### config.mk
export PLATFORM = sky130hd
export DESIGN_NAME = speech_play
export DESIGN_NICKNAME = d
export VERILOG_FILES = /design/src/rtl/speech_play.sv
export SDC_FILE = /design/constraint.sdc
export NUM_CORES = 1
export LEC_CHECK = 0
export BUFFER_PORTS_ARGS = -buffer_cell sky130_fd_sc_hd__buf_4
export CAP_MARGIN = 0
export CORE_MARGIN = 1.5
export CORE_UTILIZATION = 46
export DETAILED_ROUTE_END_ITERATION = 7
export PLACE_DENSITY = 0.75
export SLEW_MARGIN = 20
export SYNTH_ARGS = -nofsm -noshare
export SYNTH_HDL_FRONTEND = slang
export SYNTH_SLANG_ARGS = --single-unit
### constraint.sdc
create_clock -name clk -period 4.3 [get_ports clk]
set_input_delay 0.43 -clock clk [delete_from_list [all_inputs] [get_ports clk]]
set_output_delay 0.43 -clock clk [all_outputs]
set_load 0.1 [all_outputs]
### src/rtl/speech_play.sv
module speech_play #(
  parameter int CLK_HZ   = 3000000,
  parameter int FLASH_HZ = 3,
  parameter int IDX_W    = 4,
  parameter int LEN_W    = 17,
  parameter int GR_W     = 4,
  parameter int LR_W     = 3
) (
  input  logic             clk,
  input  logic             rst_n,
  input  logic             start,
  input  logic             abort,
  input  logic [GR_W-1:0]  glob_cnt,
  input  logic [IDX_W-1:0] last_idx,
  output logic [IDX_W-1:0] sec_idx,
  input  logic             sec_silence,
  input  logic [1:0]       sec_rate,
  input  logic             sec_led,
  input  logic [LR_W-1:0]  sec_reps,
  input  logic [LEN_W-1:0] sec_len,
  input  logic             mode_flash,
  input  logic             pin4_trig,
  input  logic             pin4_led2,
  input  logic             alt_flash,
  output logic             busy,
  output logic             last_pass,
  output logic             samp_req,
  output logic             mute,
  output logic             done,
  output logic             led1,
  output logic             led2
);
  localparam int HALF  = (CLK_HZ / (2 * FLASH_HZ) > 0) ? CLK_HZ / (2 * FLASH_HZ) : 1;
  localparam int FC_W  = $clog2(HALF + 1);
  localparam int ACC_W = $clog2(CLK_HZ + 8001) + 1;

  logic [ACC_W-1:0] acc, step, sum;
  logic [LEN_W-1:0] cnt;
  logic [LR_W-1:0]  lrep;
  logic [GR_W-1:0]  gpass, glob_r;
  logic [IDX_W-1:0] last_r;
  logic [FC_W-1:0]  fcnt;
  logic             ph;
  logic             tick, sec_end, rep_end, pass_end, all_end;

  always_comb begin
    case (sec_rate)
      2'd0:    step = ACC_W'(4000);
      2'd1:    step = ACC_W'(4800);
      2'd2:    step = ACC_W'(6000);
      default: step = ACC_W'(8000);
    endcase
  end

  assign sum      = acc + step;
  assign tick     = busy && (sum >= ACC_W'(CLK_HZ));
  assign sec_end  = tick && (cnt == sec_len);
  assign rep_end  = sec_end && ((LR_W+1)'(lrep) + 1'b1 >= (LR_W+1)'(sec_reps));
  assign pass_end = rep_end && (sec_idx == last_r);
  assign all_end  = pass_end && (gpass == glob_r);

  assign samp_req  = tick && !sec_silence;
  assign mute      = busy && sec_silence;
  assign last_pass = busy && (gpass == glob_r);

  wire led_en = busy && sec_led;
  wire led2_p = !pin4_trig && pin4_led2;
  assign led1 = led_en && (!mode_flash || ph);
  assign led2 = led_en && led2_p && (!mode_flash || (ph ^ alt_flash));

  always_ff @(posedge clk or negedge rst_n) begin
    if (!rst_n) begin
      busy <= 1'b0; done <= 1'b0; acc <= '0; cnt <= '0; lrep <= '0;
      gpass <= '0; glob_r <= '0; last_r <= '0; sec_idx <= '0;
      fcnt <= '0; ph <= 1'b0;
    end else begin
      done <= 1'b0;
      if (abort) begin
        busy <= 1'b0;
      end else if (!busy) begin
        if (start) begin
          busy <= 1'b1; acc <= '0; cnt <= '0; lrep <= '0; gpass <= '0;
          sec_idx <= '0; glob_r <= glob_cnt; last_r <= last_idx;
          fcnt <= '0; ph <= 1'b1;
        end
      end else begin
        acc <= tick ? sum - ACC_W'(CLK_HZ) : sum;
        if (fcnt == FC_W'(HALF - 1)) begin
          fcnt <= '0;
          ph   <= ~ph;
        end else begin
          fcnt <= fcnt + 1'b1;
        end
        if (tick) begin
          if (!sec_end) begin
            cnt <= cnt + 1'b1;
          end else begin
            cnt <= '0;
            if (!rep_end) begin
              lrep <= lrep + 1'b1;
            end else begin
              lrep <= '0;
              if (!pass_end) begin
                sec_idx <= sec_idx + 1'b1;
              end else begin
                sec_idx <= '0;
                if (all_end) begin
                  busy <= 1'b0;
                  done <= 1'b1;
                end else begin
                  gpass <= gpass + 1'b1;
                end
              end
            end
          end
        end
      end
    end
  end
endmodule

=== Word level (Yosys, flattened, before mapping) ===
Cells that the tools add are included.

* Input port bits: 40
* Register bits: 81

* Magnitude comparators: 2
* Eq/ne operators: 12
* Multiplexer cells: 46
* Bitwise gates (word level): 4
* $add $sub $neg: 8
* Reductions and logical operators: 27

{| class="wikitable"
|+ Operators by type and width
! kind !! count
|-
| $mux W23 || 3
|-
| $mux W17 || 4
|-
| $mux W19 || 3
|-
| $mux W4 || 12
|-
| $pmux W13 S3 || 1
|-
| $add A23 B23 Y23 || 1
|-
| $ge A23 B22 Y1 const B || 1
|-
| $sub A23 B22 Y23 const B || 1
|-
| $add A19 B1 Y19 const B || 1
|-
| $eq A19 B19 Y1 const B || 1
|-
| $mux W1 || 18
|-
| $add A17 B1 Y17 const B || 1
|-
| $eq A17 B17 Y1 || 1
|-
| $mux W3 || 5
|-
| $logic_and A1 B1 Y1 || 13
|-
| $ne A2 B1 Y1 const B || 5
|-
| $reduce_and A3 Y1 || 3
|-
| $add A4 B1 Y4 const B || 2
|-
| $eq A4 B4 Y1 || 2
|-
| $reduce_and A7 Y1 || 1
|-
| $reduce_and A5 Y1 || 1
|-
| $add A3 B1 Y4 const B || 1
|-
| $ge A4 B3 Y1 || 1
|-
| $reduce_and A4 Y1 || 1
|-
| other kinds (11) || 16
|}

=== Longest topological paths before layout ===
* Word-level depth: 16
* Gate-level depth with buffers: 19
* Gate-level depth less buffers: 16

=== Worst setup path before layout ===
No wires, ideal clock.

* Path type: reg2out
* Start point: register busy
* End point: output led2
* Stages on the path, launching flop included: 5
* Buffers on the path: 2
* Path slack: -2538 ps
* Arrival time: 6408 ps
* Cells stage by stage: dfrtp_1 clkbuf_1 buf_1 nand2_1 a2111oi_0

* Cells in the longest elaborated chain, start to end: 3

{| class="wikitable"
|+ RTL lines
! what !! line !! text
|-
| start: declaration || 25 || <nowiki>output logic busy,</nowiki>
|-
| start signal: assignment || 73 || <nowiki>busy <= 1'b0; done <= 1'b0; acc <= '0; cnt <= '0; lrep <= '0;</nowiki>
|-
| start signal: assignment || 79 || <nowiki>busy <= 1'b0;</nowiki>
|-
| start signal: assignment || 82 || <nowiki>busy <= 1'b1; acc <= '0; cnt <= '0; lrep <= '0; gpass <= '0;</nowiki>
|-
| $logic_and A1 B1 Y1 || 66 || <nowiki>wire led_en = busy && sec_led;</nowiki>
|-
| $logic_and A1 B1 Y1 (2 in series) || 69 || <nowiki>assign led2 = led_en && led2_p && (!mode_flash || (ph ^ alt_flash));</nowiki>
|-
| end: declaration || 31 || <nowiki>output logic led2</nowiki>
|}

Every way passes these cells.

=== Worst setup path in the final report ===
* Start point: input sec_rate[0]
* End point: output samp_req

* Cells in the longest elaborated chain, start to end: 6
* Elaborated cells between the ends (all ways): 8
* Those cells by class: 1 x add/sub; 1 x order compare; 2 x eq/ne; 1 x mux; 3 x reduce/logical

{| class="wikitable"
|+ RTL lines
! what !! line !! text
|-
| start: declaration || 17 || <nowiki>input logic [1:0] sec_rate,</nowiki>
|-
| $eq A2 B2 Y1 (tied with other cells) || 47 || <nowiki>case (sec_rate)</nowiki>
|-
| $pmux W13 S3 * || 47 ||
|-
| $add A23 B23 Y23 * || 55 || <nowiki>assign sum = acc + step;</nowiki>
|-
| $ge A23 B22 Y1 * || 56 || <nowiki>assign tick = busy && (sum >= ACC_W'(CLK_HZ));</nowiki>
|-
| $logic_and A1 B1 Y1 * || 56 ||
|-
| $logic_and A1 B1 Y1 * || 62 || <nowiki>assign samp_req = tick && !sec_silence;</nowiki>
|-
| end: declaration || 27 || <nowiki>output logic samp_req,</nowiki>
|}

Mark *: on every way between the ends. The rest lies on a longest branch, timed or not.

==> metrics.cfg <==
[yosys]
synth-edff-count=0
async_flop_share_pct=100
ys_ff_latch=77
seq_area_frac_synth_pct=34.3
ys_types=81
synth_most_common_cell=dfrtp_1
synth_fp_nets=716
syn_avg_cell_area_um2=8.61
synth.area.top_cells=dfrtp_1 34%, xor2_1 6.2%, ha_1 4.9%, nand2_1 4.7%, nand3_1 3.1%
post_synth_inst_count=653
ys_top_cells_by_count=77 x dfrtp_1, 71 x nand2_1, 43 x nor2_1
yosys_warnings=0
syn-cell-area_um2=5620
yosysTopAreaCellShare_pct=34.3
synthFlopType=dfrtp_1
synth_area_leader_cell=dfrtp_1

[timing]
hold_viol=0
fin_tns_setup_ns=0
worst_slew_pin_slew_ns=0.962
fin_crit_ns=4.15
fmax_ghz=0.241
max_slew_margin_pct=35.9
period_share_pct=96.6
fin_worst_skew_ns=0.00431
slew_viol_final=0
setup_viol=0

[pwr]
p_per_area_nw_per_um2=350
vdd_drop_max_mv=0.354
p_leak_nw=2.99

[cts]
clock_sink_count=77
cts_buffers=9
clockBufferDepth=2
clk_latency_ns=0.34
clockRootBuffer=clkbuf_16
h-tree-depth=3
path_clk_slew_ns=0.06
cts_tree=done

[layout]
regArea_um2=1930
n_antenna_cell=0
area_growth_pct=19.8
drive_above_1_share_pct=21.1
nNetsFinal=778
finalNonFillerCells=867
multi_input_area_um2=3550
fill_cells=1048

[floorplanning]
core_um2=12000
io_pins=51
die_h_um=114
die_width_um=114
start_util_pct=47.0
fp-row-count=40
die-area_um2=12900

[critical_path]
startpoint_type=input pin
cp_data_arrival_time_ns=3.72
path_max_fanout=4
rrSetupSlack_ns=0.36
critPathKind=in -> out
timing.rr.start=acc[5]
cp.required_ns=3.87
cp-end-kind=output pin
rr_worst_depth=16
regToRegEndpoint=cnt[16]

[grt]
antenna_found_initial=0
grt_max_degree=78
gr-usage-all-layers_pct=22.5
grt_pass1_vias=4954
gr-total-overflow=0
grt_pass1_wl_um=23500

[detailed_routing]
wirelength_met1_um=6280
drt_iter0_markers=369
wl_met2_um=6660
vias_per_cell=5.84
wirelength_um=13800
ant_nets=0
route.met3.wl_um=715
vias=5060
top_layer_used=met4
routedWlPerCell_um=16.0
drc_errors=0
dr.pass1.iters=6

[placement]
place_congestion=0.917
dp_cells=845
port_buffers=50
dp_hpwl_um=9910

[status]
outcome=finished clean

[hold_path]
hold_path_class=in -> async

[flow_run]
drv_cap=0

[per-stage QoR]
stage               area [um2]  setup WS [ns]  hold WS, ns  power (mW)  util (%)
floorplan                 5690        0.00403        0.134        1.36         -
global placement          6320         0.0549        0.491        1.53      52.9
detailed placement        6320        -0.0245        0.494        1.55      52.9
CTS                       6640         0.0193        0.290        2.33      55.5
global route              6730        -0.0221        0.316        2.48      56.3
finish                    6730          0.145        0.251        2.36      56.3
[routing by layer]
metal  vias to the layer above  global-route usage (%)
met5                         -                       0
met4                         0                    6.00
met3                        17                    4.20
met2                       154                    37.3
met1                      2415                    30.4
li1                       2474                       -
[sequential cells by signal (all words and copies together), names as in the netlist]
| name | count |
|---|---|
| fcnt | 19 |
| glob_r | 4 |
| cnt | 17 |
| last_r | 4 |
| ph | 1 |
| lrep | 3 |
| done | 1 |
| acc | 19 |
| sec_idx | 4 |
| gpass | 4 |
| busy | 1 |
[area by class of cell]
class | count | area share (%)
Multi-Input combinational cell | 515 | 52.8
Sequential cell | 77 | 28.6
Timing Repair Buffer | 82 | 9.70
Clock buffer | 9 | 3.34
Tap cell | 147 | 2.73
Inverter | 30 | 1.73
Clock inverter | 7 | 1.10
[where the power goes]
part           switching, mW  internal [mW]  total (mW)
combinational          0.423          0.311       0.735
clock                  0.316          0.453       0.770
sequential            0.0741          0.780       0.855
[how the worst max path moves through the flow]
stage	slack [ns]	cells after the start	start	end
2_1_floorplan	0.004	16	sec_rate[0]	samp_req
3_3_place_gp	0.05	16	sec_rate[0]	samp_req
3_5_place_dp	-0.02	16	sec_rate[0]	samp_req
4_1_cts	0.02	15	acc[5]	samp_req
5_1_grt	-0.02	17	sec_rate[0]	samp_req
6_report	0.15	17	sec_rate[0]	samp_req
[critical path: stages]
cell and delay [ns]:
buf_4 0.12, clkinvlp_4 0.16, ha_4 0.21, ha_4 0.17
fa_2 0.37, buf_4 0.17, a211oi_4 0.26, o21ai_1 0.16
xnor2_2 0.20, a2111o_1 0.36, nand4_1 0.09, a41oi_2 0.17
o311ai_4 0.35, buf_12 0.14, nand2_2 0.07, nor2_4 0.13
buf_12 0.18
[cell usage in the layout, fill, tap and decap left out, drive strengths merged, types with 10 or more instances in the layout]
| master | count |
|---|---|
| xor2 | 41 |
| or3 | 11 |
| dfrtp | 77 |
| and3 | 16 |
| buf | 82 |
| nand3 | 37 |
| ha | 22 |
| nor3 | 20 |
| nor4 | 10 |
| a21oi | 32 |
| nand2 | 72 |
| inv | 31 |
| mux2 | 10 |
| xnor2 | 19 |
| o21ai | 46 |
| nor2 | 44 |
[timing repair]
item                       4_1_cts  5_1_grt
hold buffers                     0        0
resized for setup                2        8
buffers inserted                 1        5
setup endpoints to repair        1        1
pin swaps                        1       11
[kinds of logic after synthesis]
| family | share of synthesized area (%) |
|---|---|
| AND/OR/NAND/NOR | 24.1 |
| AO/OA/AOI/OAI | 19.1 |
| flip-flops | 34.3 |
| buffers and inverters | 4.56 |
| XOR/XNOR | 9.62 |
| adder cells (fa/ha/maj) | 5.25 |
| multiplexers | 3.07 |
No activity file was read; power rests on OpenSTA's default activity.
